$ cat config.mk
export PLATFORM = sky130hd
export DESIGN_NAME = osc_cal_counter
export DESIGN_NICKNAME = d
export VERILOG_FILES = /design/src/rtl/osc_cal_pkg.sv /design/src/rtl/osc_cal_edge.sv /design/src/rtl/osc_cal_core.sv /design/src/rtl/osc_cal_regs.sv /design/src/rtl/osc_cal_counter.sv
export SDC_FILE = /design/constraint.sdc
export NUM_CORES = 1
export LEC_CHECK = 0
export CORE_UTILIZATION = 35
export CTS_BUF_LIST = sky130_fd_sc_hd__clkbuf_16
export DETAILED_ROUTE_END_ITERATION = 10
export MAX_ROUTING_LAYER = met4
export SYNTH_ARGS = -nofsm -noshare
export SYNTH_HDL_FRONTEND = slang
export SYNTH_HIERARCHICAL = 1
export SYNTH_SLANG_ARGS = --single-unit
$ cat constraint.sdc
create_clock -name clk -period 3.3 [get_ports clk]
set_input_delay 0.495 -clock clk [delete_from_list [all_inputs] [get_ports clk]]
set_output_delay 0.495 -clock clk [all_outputs]
set_load 0.01 [all_outputs]
$ cat src/rtl/osc_cal_pkg.sv
package osc_cal_pkg;
  localparam int ADDR_W    = 4;
  localparam int DATA_W    = 32;
  localparam int SEL_W     = 3;
  localparam int UPSEL_LSB = 0;
  localparam int DNSEL_LSB = 4;
  localparam int CONT_BIT  = 8;

  typedef enum logic [ADDR_W-1:0] {
    REG_CFG      = 4'd0,
    REG_TOP      = 4'd1,
    REG_CMD      = 4'd2,
    REG_STATUS   = 4'd3,
    REG_RESULT   = 4'd4,
    REG_FLAG     = 4'd5,
    REG_FLAG_SET = 4'd6,
    REG_FLAG_CLR = 4'd7,
    REG_IEN      = 4'd8
  } reg_addr_e;
endpackage

$ cat src/rtl/osc_cal_edge.sv
module osc_cal_edge #(
  parameter int NSRC        = 5,
  parameter int SYNC_STAGES = 2
) (
  input  logic            clk,
  input  logic            rst_n,
  input  logic [NSRC-1:0] src_i,
  output logic [NSRC-1:0] tick_o
);
  for (genvar g = 0; g < NSRC; g++) begin : g_src
    logic [SYNC_STAGES-1:0] sync_q;
    logic                   prev_q;
    always_ff @(posedge clk or negedge rst_n) begin
      if (!rst_n) begin
        sync_q <= '0;
        prev_q <= 1'b0;
      end else begin
        sync_q <= {sync_q[SYNC_STAGES-2:0], src_i[g]};
        prev_q <= sync_q[SYNC_STAGES-1];
      end
    end
    assign tick_o[g] = sync_q[SYNC_STAGES-1] & ~prev_q;
  end
endmodule

$ cat src/rtl/osc_cal_core.sv
module osc_cal_core #(
  parameter int CNT_W = 20
) (
  input  logic             clk,
  input  logic             rst_n,
  input  logic             start_i,
  input  logic             cont_i,
  input  logic [CNT_W-1:0] top_i,
  input  logic             up_tick_i,
  input  logic             dn_tick_i,
  output logic             busy_o,
  output logic             done_o,
  output logic [CNT_W-1:0] result_o
);
  localparam logic [CNT_W-1:0] CNT_MAX = '1;

  logic             busy_q;
  logic [CNT_W-1:0] dn_cnt_q;
  logic [CNT_W-1:0] up_cnt_q;
  logic [CNT_W-1:0] up_next;
  logic             launch;

  assign launch  = start_i & ~busy_q;
  assign done_o  = busy_q & dn_tick_i & (dn_cnt_q == '0);
  assign up_next = (up_tick_i && up_cnt_q != CNT_MAX) ? up_cnt_q + 1'b1 : up_cnt_q;

  always_ff @(posedge clk or negedge rst_n) begin
    if (!rst_n) begin
      busy_q   <= 1'b0;
      dn_cnt_q <= '0;
      up_cnt_q <= '0;
      result_o <= '0;
    end else if (launch) begin
      busy_q   <= 1'b1;
      dn_cnt_q <= top_i;
      up_cnt_q <= '0;
    end else if (done_o) begin
      result_o <= up_next;
      up_cnt_q <= '0;
      dn_cnt_q <= top_i;
      busy_q   <= cont_i;
    end else if (busy_q) begin
      up_cnt_q <= up_next;
      if (dn_tick_i) dn_cnt_q <= dn_cnt_q - 1'b1;
    end
  end

  assign busy_o = busy_q;
endmodule

$ cat src/rtl/osc_cal_regs.sv
module osc_cal_regs
  import osc_cal_pkg::*;
#(
  parameter int CNT_W = 20
) (
  input  logic              clk,
  input  logic              rst_n,
  input  logic              we_i,
  input  logic [ADDR_W-1:0] addr_i,
  input  logic [DATA_W-1:0] wdata_i,
  output logic [DATA_W-1:0] rdata_o,
  input  logic              busy_i,
  input  logic              done_i,
  input  logic [CNT_W-1:0]  result_i,
  output logic [SEL_W-1:0]  up_sel_o,
  output logic [SEL_W-1:0]  dn_sel_o,
  output logic              cont_o,
  output logic [CNT_W-1:0]  top_o,
  output logic              start_o,
  output logic              irq_o
);
  logic flag_q;
  logic ien_q;
  logic wr_cfg, wr_top, wr_set, wr_clr, wr_ien;
  wire  unused_wdata = ^wdata_i;

  assign wr_cfg  = we_i && (addr_i == REG_CFG);
  assign wr_top  = we_i && (addr_i == REG_TOP);
  assign wr_set  = we_i && (addr_i == REG_FLAG_SET) && wdata_i[0];
  assign wr_clr  = we_i && (addr_i == REG_FLAG_CLR) && wdata_i[0];
  assign wr_ien  = we_i && (addr_i == REG_IEN);
  assign start_o = we_i && (addr_i == REG_CMD) && wdata_i[0];

  always_ff @(posedge clk or negedge rst_n) begin
    if (!rst_n) begin
      up_sel_o <= '0;
      dn_sel_o <= '0;
      cont_o   <= 1'b0;
      top_o    <= '0;
      flag_q   <= 1'b0;
      ien_q    <= 1'b0;
    end else begin
      if (wr_cfg) begin
        up_sel_o <= wdata_i[UPSEL_LSB +: SEL_W];
        dn_sel_o <= wdata_i[DNSEL_LSB +: SEL_W];
        cont_o   <= wdata_i[CONT_BIT];
      end
      if (wr_top) top_o <= wdata_i[CNT_W-1:0];
      if (wr_ien) ien_q <= wdata_i[0];
      flag_q <= done_i | wr_set | (flag_q & ~wr_clr);
    end
  end

  always_comb begin
    rdata_o = '0;
    case (addr_i)
      REG_CFG: begin
        rdata_o[UPSEL_LSB +: SEL_W] = up_sel_o;
        rdata_o[DNSEL_LSB +: SEL_W] = dn_sel_o;
        rdata_o[CONT_BIT]           = cont_o;
      end
      REG_TOP:    rdata_o[CNT_W-1:0] = top_o;
      REG_STATUS: rdata_o[0]         = busy_i;
      REG_RESULT: rdata_o[CNT_W-1:0] = result_i;
      REG_FLAG:   rdata_o[0]         = flag_q;
      REG_IEN:    rdata_o[0]         = ien_q;
      default:    rdata_o            = '0;
    endcase
  end

  assign irq_o = flag_q & ien_q;
endmodule

$ cat src/rtl/osc_cal_counter.sv
module osc_cal_counter
  import osc_cal_pkg::*;
#(
  parameter int NSRC        = 5,
  parameter int CNT_W       = 20,
  parameter int SYNC_STAGES = 2
) (
  input  logic              clk,
  input  logic              rst_n,
  input  logic [NSRC-1:0]   src_clk_i,
  input  logic              bus_we_i,
  input  logic [ADDR_W-1:0] bus_addr_i,
  input  logic [DATA_W-1:0] bus_wdata_i,
  output logic [DATA_W-1:0] bus_rdata_o,
  output logic              irq_o
);
  logic [NSRC-1:0]  ticks;
  logic [SEL_W-1:0] up_sel, dn_sel;
  logic             up_tick, dn_tick;
  logic             cont_en, start_req;
  logic             core_busy, core_done;
  logic [CNT_W-1:0] top_val, result;

  osc_cal_edge #(.NSRC(NSRC), .SYNC_STAGES(SYNC_STAGES)) u_edge (
    .clk(clk), .rst_n(rst_n), .src_i(src_clk_i), .tick_o(ticks)
  );

  always_comb begin
    up_tick = 1'b0;
    dn_tick = 1'b0;
    for (int i = 0; i < NSRC; i++) begin
      if (32'(up_sel) == i) up_tick = ticks[i];
      if (32'(dn_sel) == i) dn_tick = ticks[i];
    end
  end

  osc_cal_core #(.CNT_W(CNT_W)) u_core (
    .clk(clk), .rst_n(rst_n), .start_i(start_req), .cont_i(cont_en),
    .top_i(top_val), .up_tick_i(up_tick), .dn_tick_i(dn_tick),
    .busy_o(core_busy), .done_o(core_done), .result_o(result)
  );

  osc_cal_regs #(.CNT_W(CNT_W)) u_regs (
    .clk(clk), .rst_n(rst_n), .we_i(bus_we_i), .addr_i(bus_addr_i),
    .wdata_i(bus_wdata_i), .rdata_o(bus_rdata_o), .busy_i(core_busy),
    .done_i(core_done), .result_i(result), .up_sel_o(up_sel),
    .dn_sel_o(dn_sel), .cont_o(cont_en), .top_o(top_val),
    .start_o(start_req), .irq_o(irq_o)
  );
endmodule

# Word-level counts from Yosys, hierarchy flattened
# Cells that the tools add are included.
# op_classes
n_bitwise	20
addsub	2
reduce_logical	19
muxes	27
eq_ne	17
# ops
cell	n
$mux W20	8
$pmux W11 S2	1
$add A20 B1 Y20 const B	1
$logic_not A20 Y1	1
$ne A20 B20 Y1 const B	1
$sub A20 B1 Y20 const B	1
$eq A4 B3 Y1 const B	4
$eq A3 B2 Y1 const B	4
$mux W1	12
$and A1 B1 Y1	10
$logic_and A1 B1 Y1	10
$pmux W3 S3	1
$eq A4 B2 Y1 const B	2
$not A1 Y1	8
$eq A3 B1 Y1 const B	2
$eq A3 B3 Y1 const B	2
$logic_not A3 Y1	2
$pmux W1 S6	1
$pmux W2 S3	1
$reduce_bool A3 Y1	2
$eq A4 B1 Y1 const B	1
$eq A4 B4 Y1 const B	1
$logic_not A4 Y1	1
$pmux W1 S2	2
4 further kinds	6
# totals
inputBits	44
output_inout_bits	33
regBits	105
elab_cells	105

# Longest topological paths before layout
# logic_depth
word_depth	12
ltp_mapped	11
mapped_depth_nobuf	10

# Modules after synthesis
# Netlist, hierarchy kept.
# modules_own_cells
module	n_inst	area_each_um2	cells_per_inst	seq_area_each_um2
osc_cal_core	1	3558.4	399	1526.5
osc_cal_regs	1	1672.9	133	725.7
osc_cal_edge	1	444.2	20	375.4
osc_cal_counter	1	106.4	12	0.0

# Worst setup path after synthesis
# OpenSTA, ideal clock, no wires.
# synth_path
path_type	register to register
start	register u_edge.g_src[4].prev_q
end	register u_core.dn_cnt_q[16]
stages_incl_launch_ff	10
setup_slack_ns	0.938
path_buffers	1
arrival_ns	2.241
setup_time_ns	0.121
period_less_slack_ns	2.362
required_time_ns	3.179
cell_sequence	dfrtp_1 > nor2b_4 > mux2i_1 > o311ai_1 > nand2_1 > or3_4 > o21a_1 > buf_6 > mux2_4 > o22a_1
# synth_via
elab_chain_cells	7
word_cells_on_any_way	10
cone_classes	mux: 3; bitwise: 4; reduce/logical: 3
# synth_lines
item	line_no	source
start, declared	osc_cal_edge.sv:12	logic prev_q;
start signal, assigned	osc_cal_edge.sv:19	prev_q <= sync_q[SYNC_STAGES-1];
$not A1 Y1 *	osc_cal_edge.sv:22	assign tick_o[g] = sync_q[SYNC_STAGES-1] & ~prev_q;
$and A1 B1 Y1 *	osc_cal_edge.sv:22	
net ticks[4]	osc_cal_counter.sv:17	logic [NSRC-1:0] ticks;
$mux W1 *	osc_cal_counter.sv:33	if (32'(dn_sel) == i) dn_tick = ticks[i];
net dn_tick	osc_cal_counter.sv:19	logic up_tick, dn_tick;
$and A1 B1 Y1 (2 in series)	osc_cal_core.sv:24	assign done_o = busy_q & dn_tick_i & (dn_cnt_q == '0);
$reduce_bool A3 Y1 (no source line) or $mux W20 (tied branches)	--	
$reduce_and A2 Y1 (no source line) or $mux W20 (tied branches)	--	
end signal, assigned	osc_cal_core.sv:35	dn_cnt_q <= top_i;
end signal, assigned	osc_cal_core.sv:40	dn_cnt_q <= top_i;
end signal, assigned	osc_cal_core.sv:44	if (dn_tick_i) dn_cnt_q <= dn_cnt_q - 1'b1;
end, declared	osc_cal_core.sv:18	logic [CNT_W-1:0] dn_cnt_q;
# Mark *: on every way through the listed nets, which the timed path passes. The rest lies on a longest branch.
# A chain may end at the register's enable or synchronous reset.

# Worst setup path in the final report
# layout_path
start	input bus_addr_i[1]
end	output bus_rdata_o[8]
# layout_via
elab_chain_cells	2
word_cells_on_any_way	4
cone_classes	eq/ne: 2; mux: 1; reduce/logical: 1
# layout_lines
item	line_no	source
start, declared	osc_cal_counter.sv:12	input logic [ADDR_W-1:0] bus_addr_i,
$eq A4 B3 Y1, or another cell as far along	osc_cal_regs.sv:56	case (addr_i)
$pmux W1 S3 *	osc_cal_regs.sv:56	
end, declared	osc_cal_counter.sv:14	output logic [DATA_W-1:0] bus_rdata_o,
# Mark *: on every way between the ends. The rest lies on a longest branch, timed or not.

==> flow_summary.json <==
{
  "p_sw_share_pct": 33.9,
  "ir_drop_uv": 338,
  "gp_congestion": 0.872,
  "async_flop_share_pct": 100,
  "core_area_um2": 16000,
  "p_switching_mw": 1.28,
  "path_class": "in -> out",
  "fin_crit_sh_pct": 94.3,
  "r2r_end": "u_core/dn_cnt_q[0]",
  "grt_pass1_vias": 4228,
  "drv_slew": 0,
  "rr_worst_depth": 10,
  "start_util_pct": 36.1,
  "cts_made_buffers": 9,
  "pwr-share-comb_pct": 21.0,
  "drt-vias-per-instance": 5.38,
  "wl_per_cell_um": 16.4,
  "rr_startpoint": "u_edge/g_src[4].prev_q",
  "r2r_setup_slack_ps": 460,
  "rsz0062_at_grt": "no",
  "synth_top_area_share_pct": 45.4,
  "avgSynthCellArea_um2": 10.3,
  "skew_ps": 9.30,
  "rows": 46,
  "cp_max_fo": 20,
  "post-route-util_pct": 42.4,
  "clock_latency_ps": 350,
  "fp.dieW_um": 131,
  "max_freq_mhz": 321,
  "tns_ps": 0,
  "power.density_nw_per_um2": 557,
  "die_h_um": 131,
  "io_pins": 77,
  "synth_top_area_cell": "dfrtp_1",
  "critPathCaptureType": "output port",
  "root_buffer": "clkbuf_16",
  "clk_pin_slew_ps": 70,
  "post_cts_resized": 0,
  "dp_slack_ps": 175,
  "p_int_mw": 2.50,
  "vias": 4453,
  "crit_path_start_kind": "input pin",
  "post-cts-setup-buffers": 0,
  "grt_usage_pct": 17.1,
  "tightestPinTransition_ps": 817,
  "clockBufferDepth": 2,
  "maxSlewHeadroom_pct": 45.1,
  "nFillCells": 1557,
  "synth_cell_types": 63,
  "dieArea_um2": 17000,
  "synth_edf_count": 0,
  "antenna_found_initial": 0,
  "io_buffers": 52,
  "cap_violations": 0,
  "diodes": 0,
  "ys_seq_area_share_pct": 45.4,
  "regArea_um2": 2630,
  "overflow": 0,
  "syn_inst": 564,
  "areaGrowthSynthToFinish_pct": 17.4,
  "hold_class": "in -> async",
  "hold_buffers": 0,
  "grt_max_degree": 63,
  "cts_tree": "built",
  "layout.nets": 654,
  "post-route-min-period_ps": 3110,
  "finalHoldViolCount": 0,
  "ant_nets": 0,
  "drc_errors": 0,
  "ys.warnings.count": 6,
  "drt-pass1-iter-count": 5,
  "ys_seq_elements": 105,
  "synth_area_leaders": "dfrtp_1 (45%), mux2_4 (6.2%), nand2_1 (4.2%)",
  "ys.flop_type": "dfrtp_1",
  "multi_input_area_um2": 2880,
  "p_seq_share_pct": 50.4,
  "htree_levels": 3,
  "fin_ws_ps": 190,
  "clock-sinks": 105,
  "crit_required_ps": 2800,
  "drive_above_1_share_pct": 14.4,
  "grt_pass1_wl_um": 21800,
  "syn-cell-area_um2": 5780,
  "hold_slack_ps": 142,
  "p_clk_share_pct": 28.6,
  "drt-total-wl_um": 13600,
  "dp_hpwl_um": 9880,
  "drtIter0Drc": 315,
  "status": "complete, no violations",
  "arrival_ps": 2620,
  "final-setup-viol-count": 0,
  "power_leakage_nw": 2.84
}
worst max path at each step:
stage               slack [ps]  depth (start not counted)             endpoint                   start
global placement           240                          6       bus_rdata_o[8]           bus_addr_i[1]
finish                     190                          6       bus_rdata_o[8]           bus_addr_i[1]
detailed placement         170                          6       bus_rdata_o[8]           bus_addr_i[1]
floorplan                  940                          9  u_core/dn_cnt_q[16]  u_edge/g_src[4].prev_q
CTS                        190                          6       bus_rdata_o[8]           bus_addr_i[1]
global route               120                          6       bus_rdata_o[8]           bus_addr_i[1]
routing by layer:
| metal | wire length (um) | GRT usage [%] | up-vias | part of all wire, % |
|---|---|---|---|---|
| met3 | 439 | 3.34 | 14 | 3.2 |
| met2 | 6900 | 28.5 | 90 | 51 |
| met1 | 6070 | 21.3 | 2201 | 45 |
| met4 | 176 | 4.26 | 0 | 1.3 |
| li1 | - | - | 2148 | - |
| met5 | 0 | - | - | 0 |
logic make-up after synthesis:
kind of cell,share of synthesized area [%]
AO/OA/AOI/OAI,15.7
XOR/XNOR,2.88
adder cells (fa/ha/maj),0.649
buffers and inverters,5.76
flip-flops,45.4
multiplexers,9.37
other,0.0649
AND/OR/NAND/NOR,20.1
flip-flops by register name, summed over array words and instances, names as in the netlist:
signal / flops
u_core/result_o: 20
u_edge/g_src.sync_q: 10
u_regs/ien_q: 1
u_regs/top_o: 20
u_core/dn_cnt_q: 20
u_regs/flag_q: 1
u_core/busy_o: 1
u_regs/dn_sel_o: 3
u_regs/cont_o: 1
u_core/up_cnt_q: 20
u_regs/up_sel_o: 3
u_edge/g_src.prev_q: 5
critical path, cell delays in order:
cell             delay, ps
clkdlybuf4s50_1        640
nor4b_4                370
buf_4                  300
a22oi_1                140
nand2_1                120
clkdlybuf4s50_1        540
power by group through the flow:
stage | registers [mW] | clock network, mW | logic (mW)
finish | 1.90 | 1.08 | 0.793
global route | 1.95 | 1.17 | 0.880
CTS | 1.89 | 1.12 | 0.799
detailed placement | 1.92 | 0 | 0.798
global placement | 1.90 | 0 | 0.774
floorplan | 1.74 | 0 | 0.683
cells in the mapped netlist (3+ instances only):
cell type  instances
nor4_1             7
mux2i_1            8
nand2b_1          10
nand4_1           11
a211oi_1           3
nand4b_1           3
o311ai_0           6
nor3_1            14
mux2_4            24
o22a_1             3
a31oi_1           23
mux2_2             9
nand3b_1           4
nand3_1           25
xnor2_1           13
o211ai_1           3
xor2_1             6
buf_6              6
and4_1             5
or4_1              5
and2_1             3
nor2b_4            5
a21boi_0           4
nor2_1            12
clkbuf_1          18
a22oi_1           11
o21a_1             4
and3_1             3
buf_4             13
buf_2             11
o21ai_0           34
ha_1               3
inv_1             12
a22o_1            13
nand2_1           65
a21oi_1           20
dfrtp_1          105
or3_1              4
cell type report:
class	count	share of cell area [%]
Timing Repair Buffer	69	9.70
Multi-Input combinational cell	410	42.4
Sequential cell	105	38.7
Clock buffer	9	3.32
Inverter	12	0.664
Clock inverter	7	1.20
Tap cell	216	3.98
cell usage in the layout, fill, tap and decap left out, drive strengths merged, types with 13 or more instances in the layout:
cell           instances
mux2                  33
a22o                  13
xnor2                 13
a31oi                 23
inv                   16
nor3                  14
dfrtp                105
clkdlybuf4s50         51
o21ai                 37
nand2                 65
a21oi                 20
buf                   18
nand3                 26
nor2                  13
per-stage QoR:
step / power, mW / area [um2] / std cells
finish: 3.78 / 6790 / 828
floorplan: 2.43 / 5820 / 575
global route: 4.01 / 6790 / 828
CTS: 3.81 / 6790 / 828
detailed placement: 2.71 / 6480 / 812
global placement: 2.67 / 6480 / 812
Power figures use the tool's default switching activity.
